[config.mk]
export PLATFORM = sky130hd
export DESIGN_NAME = led_i2c_regfile
export DESIGN_NICKNAME = d
export VERILOG_FILES = /design/src/rtl/led_i2c_pkg.sv /design/src/rtl/i2c_line_sampler.sv /design/src/rtl/i2c_write_engine.sv /design/src/rtl/led_reg_bank.sv /design/src/rtl/led_i2c_regfile.sv
export SDC_FILE = /design/constraint.sdc
export NUM_CORES = 1
export LEC_CHECK = 0
export ABC_AREA = 1
export BUFFER_PORTS_ARGS = -buffer_cell sky130_fd_sc_hd__buf_2
export CAP_MARGIN = 20
export CORE_ASPECT_RATIO = 1.4
export CORE_MARGIN = 2
export CORE_UTILIZATION = 35
export CTS_CLUSTER_SIZE = 20
export DETAILED_ROUTE_END_ITERATION = 12
export HOLD_SLACK_MARGIN = 0.08
export PLACE_DENSITY = 0.58
export SLEW_MARGIN = 20
export SYNTH_ARGS = -nofsm -noshare
export SYNTH_HDL_FRONTEND = slang
export SYNTH_HIERARCHICAL = 1
export SYNTH_SLANG_ARGS = --single-unit
[constraint.sdc]
create_clock -name clk -period 2.8 [get_ports clk]
set_input_delay 0.28 -clock clk [delete_from_list [all_inputs] [get_ports clk]]
set_output_delay 0.28 -clock clk [all_outputs]
set_load 0.01 [all_outputs]
[src/rtl/led_i2c_pkg.sv]
package led_i2c_pkg;

    localparam int BYTE_W = 8;

    typedef enum logic [1:0] {
        ST_IDLE,
        ST_RECV,
        ST_ACK,
        ST_SKIP
    } bus_state_e;

    typedef enum logic [1:0] {
        PH_DEV,
        PH_PTR,
        PH_DATA
    } byte_phase_e;

    localparam logic [4:0] DEV_PREFIX = 5'b11010;

    localparam logic [7:0] A_CTRL     = 8'h00;
    localparam logic [7:0] A_BREATH   = 8'h01;
    localparam logic [7:0] A_MODE     = 8'h02;
    localparam logic [7:0] A_CUR      = 8'h03;
    localparam logic [7:0] A_DUTY0    = 8'h04;
    localparam logic [7:0] A_UPD_LED  = 8'h07;
    localparam logic [7:0] A_TDLY0    = 8'h0A;
    localparam logic [7:0] A_TRISE0   = 8'h10;
    localparam logic [7:0] A_TFALL0   = 8'h16;
    localparam logic [7:0] A_UPD_TIME = 8'h1C;
    localparam logic [7:0] A_CHEN     = 8'h1D;
    localparam logic [7:0] A_RESET    = 8'h2F;

    localparam logic [7:0] CTRL_DEFAULT = 8'h01;
    localparam logic [7:0] CHEN_DEFAULT = 8'h07;

endpackage

[src/rtl/i2c_line_sampler.sv]
module i2c_line_sampler #(
    parameter int SYNC_STAGES = 2
) (
    input  logic clk,
    input  logic rst_n,
    input  logic scl_i,
    input  logic sda_i,
    output logic sda_o,
    output logic scl_rise_o,
    output logic scl_fall_o,
    output logic start_o,
    output logic stop_o
);

    localparam int LAST = SYNC_STAGES - 1;

    typedef struct packed {
        logic [SYNC_STAGES-1:0] scl_sync;
        logic [SYNC_STAGES-1:0] sda_sync;
        logic                   scl_prev;
        logic                   sda_prev;
    } samp_t;

    samp_t samp_d, samp_q;

    always_comb begin
        samp_d          = samp_q;
        samp_d.scl_sync = {samp_q.scl_sync[SYNC_STAGES-2:0], scl_i};
        samp_d.sda_sync = {samp_q.sda_sync[SYNC_STAGES-2:0], sda_i};
        samp_d.scl_prev = samp_q.scl_sync[LAST];
        samp_d.sda_prev = samp_q.sda_sync[LAST];
    end

    always_ff @(posedge clk or negedge rst_n) begin
        if (!rst_n) samp_q <= '1;
        else        samp_q <= samp_d;
    end

    logic scl_now, sda_now;
    assign scl_now    = samp_q.scl_sync[LAST];
    assign sda_now    = samp_q.sda_sync[LAST];
    assign sda_o      = sda_now;
    assign scl_rise_o = scl_now & ~samp_q.scl_prev;
    assign scl_fall_o = ~scl_now & samp_q.scl_prev;
    assign start_o    = scl_now & samp_q.scl_prev & samp_q.sda_prev & ~sda_now;
    assign stop_o     = scl_now & samp_q.scl_prev & ~samp_q.sda_prev & sda_now;

endmodule

[src/rtl/i2c_write_engine.sv]
module i2c_write_engine
    import led_i2c_pkg::*;
#(
    parameter int SEL_W = 2
) (
    input  logic             clk,
    input  logic             rst_n,
    input  logic             sda_i,
    input  logic             scl_rise_i,
    input  logic             scl_fall_i,
    input  logic             start_i,
    input  logic             stop_i,
    input  logic [SEL_W-1:0] addr_sel_i,
    output logic             sda_oe_o,
    output logic             wr_stb_o,
    output logic [7:0]       wr_addr_o,
    output logic [7:0]       wr_data_o
);

    localparam int         CNT_W    = $clog2(BYTE_W + 1);
    localparam logic [CNT_W-1:0] FULL_CNT = CNT_W'(BYTE_W);

    typedef struct packed {
        bus_state_e        state;
        byte_phase_e       phase;
        logic [CNT_W-1:0]  bitcnt;
        logic [7:0]        shreg;
        logic [7:0]        ptr;
        logic              ack;
        logic              wr_stb;
        logic [7:0]        wr_addr;
        logic [7:0]        wr_data;
    } eng_t;

    eng_t eng_d, eng_q;
    logic [7:0] own_addr;

    assign own_addr = {DEV_PREFIX, addr_sel_i, 1'b0};

    always_comb begin
        eng_d        = eng_q;
        eng_d.wr_stb = 1'b0;
        if (start_i) begin
            eng_d.state  = ST_RECV;
            eng_d.phase  = PH_DEV;
            eng_d.bitcnt = '0;
            eng_d.ack    = 1'b0;
        end else if (stop_i) begin
            eng_d.state = ST_IDLE;
            eng_d.ack   = 1'b0;
        end else begin
            case (eng_q.state)
                ST_RECV: begin
                    if (scl_rise_i && eng_q.bitcnt < FULL_CNT) begin
                        eng_d.shreg  = {eng_q.shreg[6:0], sda_i};
                        eng_d.bitcnt = eng_q.bitcnt + 1'b1;
                    end else if (scl_fall_i && eng_q.bitcnt == FULL_CNT) begin
                        case (eng_q.phase)
                            PH_DEV: begin
                                if (eng_q.shreg == own_addr) begin
                                    eng_d.ack   = 1'b1;
                                    eng_d.state = ST_ACK;
                                end else begin
                                    eng_d.state = ST_SKIP;
                                end
                            end
                            PH_PTR: begin
                                eng_d.ptr   = eng_q.shreg;
                                eng_d.ack   = 1'b1;
                                eng_d.state = ST_ACK;
                            end
                            default: begin
                                eng_d.wr_stb  = 1'b1;
                                eng_d.wr_addr = eng_q.ptr;
                                eng_d.wr_data = eng_q.shreg;
                                eng_d.ptr     = eng_q.ptr + 8'd1;
                                eng_d.ack     = 1'b1;
                                eng_d.state   = ST_ACK;
                            end
                        endcase
                    end
                end
                ST_ACK: begin
                    if (scl_fall_i) begin
                        eng_d.ack    = 1'b0;
                        eng_d.state  = ST_RECV;
                        eng_d.bitcnt = '0;
                        eng_d.phase  = (eng_q.phase == PH_DEV) ? PH_PTR : PH_DATA;
                    end
                end
                default: ;
            endcase
        end
    end

    always_ff @(posedge clk or negedge rst_n) begin
        if (!rst_n) begin
            eng_q       <= '0;
            eng_q.state <= ST_IDLE;
            eng_q.phase <= PH_DEV;
        end else begin
            eng_q <= eng_d;
        end
    end

    assign sda_oe_o  = eng_q.ack;
    assign wr_stb_o  = eng_q.wr_stb;
    assign wr_addr_o = eng_q.wr_addr;
    assign wr_data_o = eng_q.wr_data;


    ack_on_fall_chk: assert property (@(posedge clk) disable iff (!rst_n)
        $rose(eng_q.ack) |-> $past(scl_fall_i));


    stop_release_chk: assert property (@(posedge clk) disable iff (!rst_n)
        (stop_i && !start_i) |=> !sda_oe_o);


    ptr_step_chk: assert property (@(posedge clk) disable iff (!rst_n)
        eng_q.wr_stb |-> (eng_q.ptr == eng_q.wr_addr + 8'd1));

endmodule

[src/rtl/led_reg_bank.sv]
module led_reg_bank
    import led_i2c_pkg::*;
#(
    parameter int NCH = 3
) (
    input  logic             clk,
    input  logic             rst_n,
    input  logic             wr_i,
    input  logic [7:0]       addr_i,
    input  logic [7:0]       data_i,
    output logic [7:0]       ctrl_o,
    output logic [7:0]       breath_o,
    output logic [7:0]       mode_o,
    output logic [7:0]       cur_o,
    output logic [NCH*8-1:0] duty_o,
    output logic [7:0]       chen_o,
    output logic [NCH*8-1:0] tdly_o,
    output logic [NCH*8-1:0] trise_o,
    output logic [NCH*8-1:0] tfall_o
);

    typedef struct packed {
        logic [7:0]            ctrl;
        logic [7:0]            breath;
        logic [7:0]            mode;
        logic [7:0]            cur;
        logic [7:0]            chen_stg;
        logic [7:0]            chen_live;
        logic [NCH-1:0][7:0]   duty_stg;
        logic [NCH-1:0][7:0]   duty_live;
        logic [NCH-1:0][7:0]   tdly_stg;
        logic [NCH-1:0][7:0]   tdly_live;
        logic [NCH-1:0][7:0]   trise_stg;
        logic [NCH-1:0][7:0]   trise_live;
        logic [NCH-1:0][7:0]   tfall_stg;
        logic [NCH-1:0][7:0]   tfall_live;
    } bank_t;

    function automatic bank_t bank_defaults();
        bank_t b;
        b           = '0;
        b.ctrl      = CTRL_DEFAULT;
        b.chen_stg  = CHEN_DEFAULT;
        b.chen_live = CHEN_DEFAULT;
        return b;
    endfunction

    bank_t bank_d, bank_q;

    always_comb begin
        bank_d = bank_q;
        if (wr_i) begin
            if (addr_i == A_RESET) begin
                bank_d = bank_defaults();
            end else if (addr_i == A_UPD_LED) begin
                bank_d.duty_live = bank_q.duty_stg;
                bank_d.chen_live = bank_q.chen_stg;
            end else if (addr_i == A_UPD_TIME) begin
                bank_d.tdly_live  = bank_q.tdly_stg;
                bank_d.trise_live = bank_q.trise_stg;
                bank_d.tfall_live = bank_q.tfall_stg;
            end else begin
                case (addr_i)
                    A_CTRL:   bank_d.ctrl     = data_i;
                    A_BREATH: bank_d.breath   = data_i;
                    A_MODE:   bank_d.mode     = data_i;
                    A_CUR:    bank_d.cur      = data_i;
                    A_CHEN:   bank_d.chen_stg = data_i;
                    default:  ;
                endcase
                for (int i = 0; i < NCH; i++) begin
                    if (addr_i == A_DUTY0  + 8'(i)) bank_d.duty_stg[i]  = data_i;
                    if (addr_i == A_TDLY0  + 8'(i)) bank_d.tdly_stg[i]  = data_i;
                    if (addr_i == A_TRISE0 + 8'(i)) bank_d.trise_stg[i] = data_i;
                    if (addr_i == A_TFALL0 + 8'(i)) bank_d.tfall_stg[i] = data_i;
                end
            end
        end
    end

    always_ff @(posedge clk or negedge rst_n) begin
        if (!rst_n) bank_q <= bank_defaults();
        else        bank_q <= bank_d;
    end

    assign ctrl_o   = bank_q.ctrl;
    assign breath_o = bank_q.breath;
    assign mode_o   = bank_q.mode;
    assign cur_o    = bank_q.cur;
    assign duty_o   = bank_q.duty_live;
    assign chen_o   = bank_q.chen_live;
    assign tdly_o   = bank_q.tdly_live;
    assign trise_o  = bank_q.trise_live;
    assign tfall_o  = bank_q.tfall_live;


    led_commit_chk: assert property (@(posedge clk) disable iff (!rst_n)
        (wr_i && addr_i == A_UPD_LED) |=>
            (duty_o == $past(bank_q.duty_stg) && chen_o == $past(bank_q.chen_stg)));


    duty_hold_chk: assert property (@(posedge clk) disable iff (!rst_n)
        !(wr_i && (addr_i == A_UPD_LED || addr_i == A_RESET)) |=> $stable(duty_o));


    time_commit_chk: assert property (@(posedge clk) disable iff (!rst_n)
        (wr_i && addr_i == A_UPD_TIME) |=>
            (tdly_o == $past(bank_q.tdly_stg) && tfall_o == $past(bank_q.tfall_stg)));


    soft_reset_chk: assert property (@(posedge clk) disable iff (!rst_n)
        (wr_i && addr_i == A_RESET) |=>
            (ctrl_o == CTRL_DEFAULT && chen_o == CHEN_DEFAULT && duty_o == '0 && cur_o == 8'h00));

endmodule

[src/rtl/led_i2c_regfile.sv]
module led_i2c_regfile
    import led_i2c_pkg::*;
#(
    parameter int NCH         = 3,
    parameter int SEL_W       = 2,
    parameter int SYNC_STAGES = 2
) (
    input  logic             clk,
    input  logic             rst_n,
    input  logic             scl_i,
    input  logic             sda_i,
    input  logic [SEL_W-1:0] addr_sel_i,
    output logic             sda_oe_o,
    output logic [7:0]       ctrl_o,
    output logic [7:0]       breath_o,
    output logic [7:0]       mode_o,
    output logic [7:0]       cur_o,
    output logic [NCH*8-1:0] duty_o,
    output logic [7:0]       chen_o,
    output logic [NCH*8-1:0] tdly_o,
    output logic [NCH*8-1:0] trise_o,
    output logic [NCH*8-1:0] tfall_o
);

    logic       sda_s, scl_rise, scl_fall, start_det, stop_det;
    logic       wr_stb;
    logic [7:0] wr_addr, wr_data;

    i2c_line_sampler #(
        .SYNC_STAGES(SYNC_STAGES)
    ) i_sampler (
        .clk        (clk),
        .rst_n      (rst_n),
        .scl_i      (scl_i),
        .sda_i      (sda_i),
        .sda_o      (sda_s),
        .scl_rise_o (scl_rise),
        .scl_fall_o (scl_fall),
        .start_o    (start_det),
        .stop_o     (stop_det)
    );

    i2c_write_engine #(
        .SEL_W(SEL_W)
    ) i_engine (
        .clk        (clk),
        .rst_n      (rst_n),
        .sda_i      (sda_s),
        .scl_rise_i (scl_rise),
        .scl_fall_i (scl_fall),
        .start_i    (start_det),
        .stop_i     (stop_det),
        .addr_sel_i (addr_sel_i),
        .sda_oe_o   (sda_oe_o),
        .wr_stb_o   (wr_stb),
        .wr_addr_o  (wr_addr),
        .wr_data_o  (wr_data)
    );

    led_reg_bank #(
        .NCH(NCH)
    ) i_bank (
        .clk      (clk),
        .rst_n    (rst_n),
        .wr_i     (wr_stb),
        .addr_i   (wr_addr),
        .data_i   (wr_data),
        .ctrl_o   (ctrl_o),
        .breath_o (breath_o),
        .mode_o   (mode_o),
        .cur_o    (cur_o),
        .duty_o   (duty_o),
        .chen_o   (chen_o),
        .tdly_o   (tdly_o),
        .trise_o  (trise_o),
        .tfall_o  (tfall_o)
    );

endmodule

### Yosys cells after proc, flatten, opt, wreduce, memory -nomap -nowiden

Cells that the tools add are included.

* bits in registers: 288
* bits of input ports: 6
* output and inout bits: 137
* word-level logic and storage cells: 207

* add/subtract/negate cells: 2
* $lt $le $gt $ge: 1
* equality and inequality tests: 33
* muxes and demuxes: 58
* bitwise operators: 16
* reductions and logical operators: 54

Operators with widths (count)
* $mux 240: 1
* $mux 24: 9
* $mux 8: 20
* $mux 144: 1
* $mux 40: 2
* $reduce_and 4->1: 20
* $mux 17: 4
* $eq 8x5->1 const B: 8
* $mux 26: 2
* $reduce_bool 2->1: 21
* $eq 8x3->1 const B: 4
* $eq 8x4->1 const B: 3
* $mux 22: 1
* $eq 8x2->1 const B: 2
* $mux 16: 1
* $pmux 8 s2: 1
* $mux 12: 1
* $reduce_and 6->1: 2
* $mux 2: 5
* $not 1->1: 9
* $add 8x1->8 const B: 1
* $eq 8x1->1 const B: 1
* $eq 8x6->1 const B: 1
* $eq 8x8->1: 1
* 24 further kinds: 43

### Depth between registers and ports, before layout

* depth in word-level cells: 8
* gate-level depth with buffers: 12
* mapped depth without buffers: 12

### Hierarchy

Netlist, hierarchy kept.

Modules (own cells, without submodules)
* led_reg_bank: instances 1, cells an instance 1278, area each 11153.2 µm², seq. area each 6014.5 µm²
* i2c_write_engine: instances 1, cells an instance 279, area each 2307.2 µm², seq. area each 1051.0 µm²
* i2c_line_sampler: instances 1, cells an instance 17, area each 198.9 µm², seq. area each 157.7 µm²

### Least setup slack after synthesis

Ideal clock, no wire load.

* path kind: register to register
* start point: reg i_sampler/samp_q[1] (netlist bit)
* end point: reg i_engine.eng_q (netlist bit i_engine/wr_addr_o[3])
* library setup time: 0.119 ns
* data arrival time: 1.470 ns
* required time: 2.681 ns
* slack: 1.211 ns
* stages on the path, launching flop included: 9
* path buffers: 1
* clock period less this slack: 1.589 ns
* path through: dfstp_2 inv_1 nor2_1 nand4_4 nor2_4 nand4_4 buf_6 nand2_1 o21ai_2

RTL lines
* start, declared: RTL line i2c_line_sampler.sv:24 `samp_t samp_d, samp_q;`
* start signal, assigned: RTL line i2c_line_sampler.sv:36 `else samp_q <= samp_d;`
* $and 1x1->1: RTL line i2c_line_sampler.sv:44 `assign scl_fall_o = ~scl_now & samp_q.scl_prev;`
* net scl_fall: RTL line led_i2c_regfile.sv:25 `logic sda_s, scl_rise, scl_fall, start_det, stop_det;`
* $logic_and 1x1->1: RTL line i2c_write_engine.sv:57 `end else if (scl_fall_i && eng_q.bitcnt == FULL_CNT) begin`
* $reduce_and 6->1 (no source line)
* end signal, assigned: RTL line i2c_write_engine.sv:102 `eng_q <= eng_d;`
* end, declared: RTL line i2c_write_engine.sv:35 `eng_t eng_d, eng_q;`

The timed path passes the listed nets, and every way through them passes these cells.
A chain may end at the register's enable or synchronous reset.

### Final worst setup path

* start point: reg i_sampler/samp_q[1] (netlist bit)
* end point: reg i_engine.eng_q (netlist bit i_engine/wr_data_o[5])

The elaborated chain is that of the path after synthesis.

==> run metrics <==
drc violations=0; global-route wire length before repair=51000 um; worst slew pin tran=911 ps; RSZ-0062 raised after global routing=false; Mean Syn Cell Area=8.68 um2; vias per inst=~4.5; fmax=512 MHz; Routed Antenna Nets=0; die area=slightly above 0.04 mm2; syn nets=1585; Most used DFF post-synth=dfrtp_1; Power Total=8.83 mW; VDD IR-drop max=between 0.4 and 0.5 mV; Final Util=38.2%; Rows=85; CP most frequent cell=nand4_4; Avg WL per Cell=15.0 um; Yosys cell types=32; r2r endpoint=i_engine/wr_data_o[5]; RePlAce Congestion=0.837; Final Hold Fails=0; Sink Count=288; min Tclk post-route=1950 ps; status=finished, final reports clean; Setup Viol. Count Final=0; setup slack on the worst flop-to-flop path=between 800 and 900 ps; post-cts resize count=0; R2R Path Start=i_sampler/samp_q[1]; grt ovf=0; clk_lat worst skew=560 ps; H-tree Lvls=1; clk root buf=clkbuf_16; Post-CTS Setup Repair Bufs=0; fin nets=1576; Post-synth top cells=nand2_1 (704), dfrtp_1 (275), buf_4 (169); synthesis-stage register bit count=about 290; Async SR Flop Fraction=between 90% and 100%; initial core utilization=approximately 35%; crit path kind=reg -> reg; Die Span Y=238 um; EDFF count, synth=0; reg2reg path depth=7; number of global-route vias before repair=9526; top cell type's share of synthesized area=50.4%; Mapped Cells=about 1600; post-synthesis sequential area ratio=between 50% and 60%; hpwl dp=21000 um; max cap viols=0; final WL=31500 um; vias=9554; boundary pin count=around 140; Final Cell Area=0.0147 mm2; Worst Path Arrival=about 2400 ps; CP Launch Type=flip-flop; die width=171 um; largest net degree at the start of global routing=125; relative slew slack=39.2%; ant diodes=0; fin crit share=69.8%; largest area contributor in the netlist=dfrtp_1; CTS buffer count=29; Total GRT Usage=15.6%; antenna violations before repair=0; most common cell in the synthesized netlist=nand2_1; ratio of cells with drive above 1 in the final layout=20.1%; WP data required=3230 ps; critical path endpoint category=flip-flop; DP Area=0.0137 mm2; Yosys warnings=6; Mapped Area=0.0137 mm2; port bufs=142; CTS Buffer Depth=3; Slew Viols, Final=0; P_leak=8.36 nW; clk slew on worst S/H paths=60 ps; slowest stage delay, CP=550 ps; CP Cell Sequence=inv_1 -> nor2_1 -> nand4_4 -> nor2_4 -> nand4_4 -> nand2_1 -> o21ai_2; setup TNS=0 ps; total iterations of the first detailed-routing run=5; CORE AREA=about 0.038 mm2; Area growth syn-to-layout=7.59%; Iter 0 DRT Violations=approximately 650; CTS tree=built; CP Max Fanout=27; Worst Hold Class=in -> async; Power Dens Cells=601 mW/mm2; Final Skew=9.22 ps; main area contributors after synthesis=dfrtp_1 (50%), nand2_1 (19%), buf_4 (9.3%), nand3_1 (5.5%), dfstp_2 (2.5%); crit path max-delay cell type=dfstp_2
registers in the layout (all words and copies together) (netlist names), 24 cells and up:
signal          flops
i_bank/tfall_o     24
i_bank/duty_o      24
i_engine/eng_q     24
i_bank/bank_q     104
i_bank/trise_o     24
i_bank/tdly_o      24
logic make-up after synthesis:
kind of cell	Yosys count	synth area share (%)
simple gates	972	31.7
flops	288	52.9
xor+xnor	1	0.0641
compound gates	45	2.02
buf+inv	263	12.8
fa+ha+maj	5	0.458
area by class of cell:
cell class              count  area, um2
clock buffers              45        886
repair buffers            163        948
flip-flops and latches    288       7220
clock inverters             7       70.1
fillers                  4025      23800
well taps                 522        653
multi-input cells        1023       4690
inverters                  60        225
layer usage:
| layer | track usage (%) | vias to the layer above | part of all wire, % |
|---|---|---|---|
| met4 | 3.88 | 0 | 1.9 |
| li1 | - | 4728 | - |
| met2 | 27.2 | 200 | 50 |
| met5 | 0 | - | 0 |
| met1 | 19.9 | 4587 | 43 |
| met3 | 2.78 | 39 | 4.8 |
worst max path at each step:
stage	start	end	slack [ps]	depth (start not counted)
2_1_floorplan	i_sampler/samp_q[1]	i_engine/wr_addr_o[3]	1210	8
3_3_place_gp	i_engine/wr_addr_o[6]	i_bank/trise_o[7]	910	9
3_5_place_dp	i_sampler/samp_q[1]	i_engine/wr_data_o[5]	860	7
4_1_cts	i_sampler/samp_q[1]	i_engine/wr_data_o[5]	820	7
5_1_grt	i_engine/wr_addr_o[6]	i_bank/tdly_o[20]	640	9
6_report	i_sampler/samp_q[1]	i_engine/wr_data_o[5]	850	7
worst max-delay path: cells and delay by family, from the launching register on:
kind | cells | cell delay, ps
AOI/OAI and AO/OA | 1 | 70
buffers and inverters | 1 | 40
DFF | 1 | 550
and+or+nand+nor | 5 | 1160
metrics by stage:
step | hold slack [ps] | instances | setup slack [ps]
after detailed placement | 243 | 2053 | 856
after global routing | 261 | 2108 | 643
final | 242 | 2108 | 845
after CTS | 241 | 2108 | 817
after global placement | 239 | 2053 | 910
after floorplan | -15.6 | 1574 | 1210
where the power goes:
group | leakage, nW | switching (mW) | internal [mW]
Sequential | 3.96 | 0.0679 | 4.25
Clock | 0.471 | 1.62 | 2.26
Combinational | 3.93 | 0.456 | 0.181
Total | 8.36 | 2.14 | 6.69
cells in the final DEF (no fill, tap or decap), drive strengths merged, types with 4 or more instances in the layout:
cell type    n
nand2      750
ha           5
inv         61
buf        160
clkinv       4
nand4        4
nand3      151
dfstp       13
clkbuf      45
dfrtp      275
o21ai       37
nor2        63
a21oi        6
repair_timing:
action,in CTS,in global routing
hold endpoints to repair,53,0
endpoints found under the setup margin,0,0
hold buffers,3,0
Note: power is estimated with default switching activity, not from simulation.
